[src/rtl/clamp_accum_pkg.sv]
package clamp_accum_pkg;
  typedef enum logic [1:0] {
    ACC_OFF       = 2'b00,
    ACC_CLAMP     = 2'b01,
    ACC_SIGNED    = 2'b10,
    ACC_CLAMP_IRQ = 2'b11
  } acc_mode_e;
endpackage

[src/rtl/clamp_accum_arm.sv]
// Tracks how many results were accepted since the last entry into the off
// mode; the accumulator is armed once that count reaches ARM_EVENTS.
module clamp_accum_arm #(
  parameter int ARM_EVENTS = 2
) (
  input  logic clk,
  input  logic rst_n,
  input  logic off,
  input  logic strobe,
  output logic armed
);
  localparam int CNT_W = $clog2(ARM_EVENTS + 1);
  localparam logic [CNT_W-1:0] CNT_TOP = CNT_W'(ARM_EVENTS);

  logic [CNT_W-1:0] cnt;
  logic             off_q;

  always_ff @(posedge clk or negedge rst_n) begin
    if (!rst_n) begin
      cnt   <= '0;
      off_q <= 1'b0;
    end else begin
      off_q <= off;
      if (off) begin
        if (!off_q)
          cnt <= strobe ? CNT_W'(1) : '0;
        else if (strobe && cnt != CNT_TOP)
          cnt <= cnt + CNT_W'(1);
      end
    end
  end

  assign armed = (cnt == CNT_TOP);
endmodule

[src/rtl/clamp_accum_alu.sv]
// Next-total arithmetic for the clamped and signed modes.
module clamp_accum_alu
  import clamp_accum_pkg::*;
#(
  parameter int RES_W = 16,
  parameter int ACC_W = 32
) (
  input  acc_mode_e         mode,
  input  logic [ACC_W-1:0]  acc,
  input  logic [RES_W-1:0]  res,
  output logic [ACC_W-1:0]  acc_nxt,
  output logic              wrap
);
  localparam int EXT_W = ACC_W - RES_W;
  localparam int MSB   = ACC_W - 1;

  logic             neg;
  logic [ACC_W-1:0] sext;
  logic [ACC_W-1:0] mag;
  logic [ACC_W:0]   usum;
  logic [ACC_W-1:0] ssum;

  always_comb begin
    neg     = res[RES_W-1];
    sext    = {{EXT_W{neg}}, res};
    mag     = ~sext + ACC_W'(1);
    usum    = {1'b0, acc} + {1'b0, sext};
    ssum    = acc + sext;
    acc_nxt = acc;
    wrap    = 1'b0;
    unique case (mode)
      ACC_SIGNED: begin
        acc_nxt = ssum;
        wrap    = (acc[MSB] == sext[MSB]) && (ssum[MSB] != acc[MSB]);
      end
      ACC_CLAMP, ACC_CLAMP_IRQ: begin
        if (neg) begin
          acc_nxt = (mag > acc) ? '0 : acc - mag;
        end else begin
          acc_nxt = usum[ACC_W-1:0];
          wrap    = usum[ACC_W];
        end
      end
      default: ;
    endcase
  end
endmodule

[src/rtl/clamp_accum.sv]
module clamp_accum
  import clamp_accum_pkg::*;
#(
  parameter int RES_W      = 16,
  parameter int ACC_W      = 32,
  parameter int ARM_EVENTS = 2
) (
  input  logic             clk,
  input  logic             rst_n,
  input  logic [1:0]       mode,
  input  logic             irq_mask,
  input  logic             res_valid,
  output logic             res_ready,
  input  logic [RES_W-1:0] res_data,
  output logic [ACC_W-1:0] total,
  output logic             overflow,
  output logic             irq_en
);
  acc_mode_e        mode_e;
  logic             off;
  logic             armed;
  logic             fire;
  logic [ACC_W-1:0] acc_nxt;
  logic             wrap;

  assign mode_e    = acc_mode_e'(mode);
  assign off       = (mode_e == ACC_OFF);
  assign res_ready = 1'b1;
  assign fire      = res_valid && res_ready && armed && !off;
  assign irq_en    = (mode_e == ACC_CLAMP_IRQ) && irq_mask;

  clamp_accum_arm #(.ARM_EVENTS(ARM_EVENTS)) u_arm (
    .clk    (clk),
    .rst_n  (rst_n),
    .off    (off),
    .strobe (res_valid && res_ready),
    .armed  (armed)
  );

  clamp_accum_alu #(.RES_W(RES_W), .ACC_W(ACC_W)) u_alu (
    .mode    (mode_e),
    .acc     (total),
    .res     (res_data),
    .acc_nxt (acc_nxt),
    .wrap    (wrap)
  );

  always_ff @(posedge clk or negedge rst_n) begin
    if (!rst_n) begin
      total    <= '0;
      overflow <= 1'b0;
    end else if (off) begin
      total    <= '0;
      overflow <= 1'b0;
    end else if (fire) begin
      total    <= acc_nxt;
      overflow <= overflow | wrap;
    end
  end
endmodule

[config.mk]
export PLATFORM = sky130hd
export DESIGN_NAME = clamp_accum
export DESIGN_NICKNAME = d
export VERILOG_FILES = /design/src/rtl/clamp_accum_pkg.sv /design/src/rtl/clamp_accum_arm.sv /design/src/rtl/clamp_accum_alu.sv /design/src/rtl/clamp_accum.sv
export SDC_FILE = /design/constraint.sdc
export NUM_CORES = 1
export LEC_CHECK = 0
export BUFFER_PORTS_ARGS = -buffer_cell sky130_fd_sc_hd__buf_2
export CAP_MARGIN = 25
export CORE_MARGIN = 2
export CORE_UTILIZATION = 45
export CTS_CLUSTER_DIAMETER = 100
export DETAILED_ROUTE_END_ITERATION = 8
export GPL_TIMING_DRIVEN = 0
export MAX_ROUTING_LAYER = met4
export PLACE_DENSITY_LB_ADDON = 0.05
export SYNTH_ARGS = -nofsm -noshare
export SYNTH_HDL_FRONTEND = slang
export SYNTH_HIERARCHICAL = 1
export SYNTH_SLANG_ARGS = --single-unit
[constraint.sdc]
create_clock -name clk -period 9.3 [get_ports clk]
set_clock_uncertainty 0.05 [all_clocks]
set_input_delay 0.93 -clock clk [delete_from_list [all_inputs] [get_ports clk]]
set_output_delay 0.93 -clock clk [all_outputs]
set_load 0.005 [all_outputs]
# Word-level counts from Yosys, hierarchy flattened
# Index checks and enable logic that the tools add are counted.
# W data, S select, Z words.
word_totals:
  register_bits: 36
  inputBits: 22
  out_inout_bits: 35
  word_cells: 44
op_classes:
  addsub: 5
  n_lt_le_gt_ge: 1
  eq_ne: 8
  n_mux: 12
  bitwise: 2
  n_reduce_logical: 12
op_table:
  columns: ["cell", "n"]
  rows:
  - ["$mux W32", 4]
  - ["$pmux W32 S2", 1]
  - ["$add A32 B32 Y33", 1]
  - ["$add A32 B1 Y32 const B", 1]
  - ["$add A32 B32 Y32", 1]
  - ["$gt A32 B32 Y1", 1]
  - ["$not A32 Y32", 1]
  - ["$sub A32 B32 Y32", 1]
  - ["$eq A2 B2 Y1 const B", 3]
  - ["$logic_and A1 B1 Y1", 5]
  - ["$mux W1", 4]
  - ["$mux W2", 2]
  - ["$ne A2 B2 Y1 const B", 2]
  - ["$reduce_and A2 Y1", 2]
  - ["$reduce_bool A3 Y1", 1]
  - ["$add A2 B1 Y2 const B", 1]
  - ["$eq A2 B1 Y1 const B", 1]
  - ["$logic_not A2 Y1", 1]
  - ["$pmux W1 S2", 1]
  - ["$reduce_bool A2 Y1", 1]
  - ["$reduce_or A2 Y1", 1]
  - ["$eq A1 B1 Y1", 1]
  - ["$logic_not A1 Y1", 1]
  - ["$ne A1 B1 Y1", 1]
  - ["$or A1 B1 Y1", 1]

# Longest topological paths before layout
depth:
  word_depth: 8
  depth_mapped: 21
  mapped_depth_nobuf: 19

# Modules after synthesis
# The synthesis kept the hierarchy.
modules_own_cells:
  columns: ["mod", "n_inst", "cells_each", "area_each_um2", "seq_area_each_um2"]
  rows:
  - ["clamp_accum_alu", 1, 582, 4058.9, 0.0]
  - ["clamp_accum", 1, 152, 1712.9, 825.8]
  - ["clamp_accum_arm", 1, 15, 155.1, 75.1]

# Worst setup path before layout
# OpenSTA, ideal clock, no wires.
synth_path:
  kind: "input port to flip-flop"
  startpoint: "input res_data[0]"
  endpoint: "register total[8]"
  setup_time_ns: 0.073
  t_arrival_ns: 4.720
  setup_slack_ns: 4.456
  path_stages: 20
  path_buffers: 3
  path_cell_list: "inv_1 -> ha_1 -> nand2_1 -> or3_1 -> or3_1 -> clkbuf_1 -> nor3_1 -> xor2_1 -> ha_1 -> clkbuf_1 -> nand2_1 -> o21a_1 -> a2111oi_0 -> a21oi_2 -> nor3_1 -> nor2_1 -> buf_2 -> o31ai_1 -> nand3_1 -> a21oi_2"
synth_via:
  elab_chain_cells: 8
  elab_cells_between_ends: 11
  cone_classes: "4 x add/sub; 1 x order compare; 5 x mux; 1 x bitwise"
synth_rtl:
  columns: ["element", "line", "rtl"]
  rows:
  - ["from (decl)", "clamp_accum.sv:14", "input logic [RES_W-1:0] res_data,"]
  - ["$not A32 Y32", "clamp_accum_alu.sv:26", "mag = ~sext + ACC_W'(1);"]
  - ["$add A32 B1 Y32", "clamp_accum_alu.sv:26", null]
  - ["$sub A32 B32 Y32 or $gt A32 B32 Y1 (tied branches)", "clamp_accum_alu.sv:38", "acc_nxt = (mag > acc) ? '0 : acc - mag;"]
  - ["$mux W32", "clamp_accum_alu.sv:38", null]
  - ["$mux W32", "clamp_accum_alu.sv:37", "if (neg) begin"]
  - ["$pmux W32 S2 *", "clamp_accum_alu.sv:31", "unique case (mode)"]
  - ["named net acc_nxt[8]", "clamp_accum.sv:23", "logic [ACC_W-1:0] acc_nxt;"]
  - ["$mux W32 *", "clamp_accum.sv:55", "end else if (fire) begin"]
  - ["$mux W32 *", "clamp_accum.sv:52", "end else if (off) begin"]
  - ["to (signal assigned)", "clamp_accum.sv:56", "total <= acc_nxt;"]
  - ["to (decl)", "clamp_accum.sv:15", "output logic [ACC_W-1:0] total,"]
# The timed path passes the listed nets; every way through them passes the cells marked *. The select of a mux whose other input is x is not followed.
# A chain may end at the register's enable or synchronous reset.

# Worst setup path after layout
layout_path:
  startpoint: "input res_data[2]"
  endpoint: "register total[31]"
# Same word-level chain as after synthesis.

==> results.sh <==
export IMPL_synthCells=749
export IMPL_die_area_mm2=0.01411
export IMPL_synth_top_cell_area_share_pct=15.20
export IMPL_start_util_pct=46.59
export IMPL_cts_tree="done"
export IMPL_min_path_type="reg2reg"
export IMPL_fin_nets=902
export IMPL_grt_use_total_pct=28.28
export IMPL_hold_buffers=0
export IMPL_dr_pass1_iters=5
export IMPL_path_clk_slew_ns=0.06
export IMPL_holdWs_ns=0.4508
export IMPL_worstPathArrival_ns=5.94
export IMPL_syn_num_nets=840
export IMPL_cts_setup_buffers=0
export IMPL_final_cells=984
export IMPL_yosys_top_cells_area="dfrtp_1 15%, ha_1 14%, a21oi_1 5.9%"
export IMPL_power_density_mw_per_mm2=86.32
export IMPL_p_leak_nw=3.179
export IMPL_outcome="complete, no violations"
export IMPL_drt_iter0_markers=477
export IMPL_rows=41
export IMPL_yosys_area_top_type="dfrtp_1"
export IMPL_avgViaCountPerCell=6.414
export IMPL_dp_hpwl_mm=15.59
export IMPL_finalCritPeriodShare_pct=62.67
export IMPL_hold_violations=0
export IMPL_dpl_cell_count=976
export IMPL_ys_warn_count=6
export IMPL_post_cts_resized=0
export IMPL_crit_chain="buf_2 > nor2_1 > nand3_1 > or3_1 > nor2_1 > nand3b_1 > ha_1 > ha_1 > clkbuf_1 > a21oi_1 > o21ai_0 > a211o_1 > a21oi_2 > nor3_1 > nor2_1 > buf_2 > o221ai_1 > nand3_1 > a21oi_2"
export IMPL_syn_avg_cell_area_um2=7.913
export IMPL_gp_congestion=0.9263
export IMPL_grt_max_degree=37
export IMPL_antenna_found_initial=0
export IMPL_ir_worst_vdd_v=0.00008892
export IMPL_tightest_slew_ns=0.8859
export IMPL_areaGrowthSynthToFinish_pct=11.10
export IMPL_cp_start_kind="input pin"
export IMPL_synth_edf_count=0
export IMPL_wl_per_cell_um=20.18
export IMPL_seq_area_um2=900.9
export IMPL_cp_top_family="simple AND/OR/NAND/NOR gates"
export IMPL_critPathBufInv=3
export IMPL_grt_pass1_vias=5780
export IMPL_rsz0062_at_grt="false"
export IMPL_slowest_delay_ns=0.56
export IMPL_slew_headroom_pct=40.94
export IMPL_use_met1_pct=39.07
export IMPL_synth_area_mm2=0.005927
export IMPL_grt_busiest_layer="met2"
export IMPL_ios=57
export IMPL_ys_seq_area_share_pct=15.20
export IMPL_cpMostUsedCell="nor2_1"
export IMPL_die_h_um=118.8
export IMPL_via_count=6311
export IMPL_core_area_mm2=0.01272
export IMPL_synth_distinct_cells=66
export IMPL_h_tree_depth=2
export IMPL_slew_viol_final=0
export IMPL_fill_cells=1319
export IMPL_cts_buffer_depth=2
export IMPL_end_kind="flip-flop"
export IMPL_grt_ovfl_total=0
export IMPL_critPathRequiredTime_ns=9.41
export IMPL_crit_type="in2reg"
export IMPL_met2_usage_pct=44.86
export IMPL_cts_root_buffer="clkbuf_16"
export IMPL_totalWireLength_mm=19.85
export IMPL_ant_nets=0
export IMPL_multi_input_area_mm2=0.004723
export IMPL_tns_ns=0
export IMPL_final_core_util_pct=51.76
export IMPL_cap_violations=0
export IMPL_fp_dieW_um=118.8
export IMPL_grt_pass1_wl_mm=30.90
export IMPL_cp_max_fo=10
export IMPL_async_flop_share_pct=100.0
export IMPL_drive_above_1_share_pct=14.90
export IMPL_cts_sinks=36
export IMPL_drc=0
export IMPL_ys_flop_type="dfrtp_1"
export IMPL_synth_seq_cells=36
export IMPL_finalSetupViolations=0
export IMPL_clock_latency_ns=0.28
export IMPL_antenna_cells=0
export IMPL_numPortBuffers=55
export IMPL_clock_fmax_mhz=171.6
export IMPL_use_met3_pct=2.317
export IMPL_cp_slowest_cell="nor2_1"
export IMPL_period_minus_slack_ns=5.828
export IMPL_numCtsBuffers=5
## final timing paths
kind                                     startpoint                       end  slack (ns)  cells after the start
setup reg to reg               total[1]$_DFFE_PN0P_      overflow$_DFFE_PN0P_        5.32                     12
hold reg to reg            u_arm/cnt[1]$_DFFE_PN0P_  u_arm/cnt[1]$_DFFE_PN0P_        0.45                      1
setup / recovery                        res_data[2]     total[31]$_DFFE_PN0P_        3.47                     19
min in group asynchronous                     rst_n     total[30]$_DFFE_PN0P_        0.71                      1
hold / removal             u_arm/cnt[1]$_DFFE_PN0P_  u_arm/cnt[1]$_DFFE_PN0P_        0.45                      1
max in group asynchronous                     rst_n      total[3]$_DFFE_PN0P_        7.95                      1
## final cells by class
class,instances,share of cell area (%)
multi-input combinational,655,71.73
sequential,36,13.68
timing repair buffer,55,4.180
buffer,39,3.515
tap,172,3.268
clock buffer,5,1.900
inverter,19,1.083
clock inverter,3,0.6460
## Yosys cell counts, types with 3 or more instances
library cell	count
nor3_1	10
o21ai_0	51
nand2b_1	13
buf_4	5
clkbuf_1	15
a21bo_2	8
a21oi_2	21
o221ai_1	10
and3_1	9
a21bo_1	24
a22oi_1	16
nor2_1	36
a221o_1	5
nor2b_1	6
or3_1	5
nand3_1	45
buf_6	7
nand4_1	5
a31oi_1	12
o41ai_1	9
nand2_1	47
nor4_1	4
o21a_1	4
o21ai_1	6
o21bai_1	8
a211o_1	3
inv_1	19
xor2_1	29
o31ai_1	5
o211ai_1	8
ha_1	67
a21oi_1	70
a211oi_1	7
dfrtp_1	36
a311o_1	3
and4_1	4
buf_2	10
a21o_1	32
xnor2_1	35
## worst register-to-register path, delay by kind of cell (launching register included)
family                   cells  cell delay (ns)
AO/OA/AOI/OAI                7             2.18
XOR/XNOR                     1             0.17
adder cells (fa/ha/maj)      1             0.35
flip-flops                   1             0.47
AND/OR/NAND/NOR              3             0.69
## sequential cells by signal, indices dropped and copies added, names as in the netlist
name,cells
u_arm/off_q,1
u_arm/cnt,2
overflow,1
total,32
## placed cells by master (no fill, tap or decap), drive strengths merged, types with 12 or more instances in the layout
cell type,count
dfrtp,36
nand2,47
nand2b,13
a31oi,12
inv,19
clkbuf,21
a21o,32
a21oi,91
xnor2,35
buf,78
o21ai,57
a21bo,32
xor2,29
a22oi,16
ha,67
nand3,45
nor2,37
## routing by layer
| layer | vias up | part of all wire [%] |
|---|---|---|
| met5 | - | 0 |
| met4 | 0 | 1.8 |
| met3 | 22 | 5.7 |
| met2 | 217 | 46 |
| met1 | 3087 | 46 |
| li1 | 2985 | - |
## cells by family (layout without fill, tap and decap cells)
group | after synthesis | after routing | synth area share, %
fa+ha+maj | 69 | 69 | 14.82
flops | 36 | 36 | 15.20
simple gates | 194 | 194 | 16.13
other cells | 1 | 1 | 0.06327
xor+xnor | 64 | 64 | 9.457
compound gates | 325 | 325 | 38.89
buf+inv | 58 | 121 | 5.109
mux | 2 | 2 | 0.3378
## report_power, final
part / internal, mW / total (mW) / switching, mW
registers: 0.161 / 0.169 / 0.00726
clock network: 0.126 / 0.194 / 0.0680
logic: 0.0783 / 0.206 / 0.128
## per-stage QoR
| step | cell area [µm²] | power (mW) | worst slack, ns |
|---|---|---|---|
| global placement | 6417 | 0.3702 | 3.206 |
| global route | 6585 | 0.5983 | 3.063 |
| finish | 6585 | 0.5684 | 3.472 |
| CTS | 6585 | 0.5670 | 3.456 |
| floorplan | 5927 | 0.3117 | 4.456 |
| detailed placement | 6417 | 0.3730 | 3.183 |
Power figures use the tool's default switching activity.
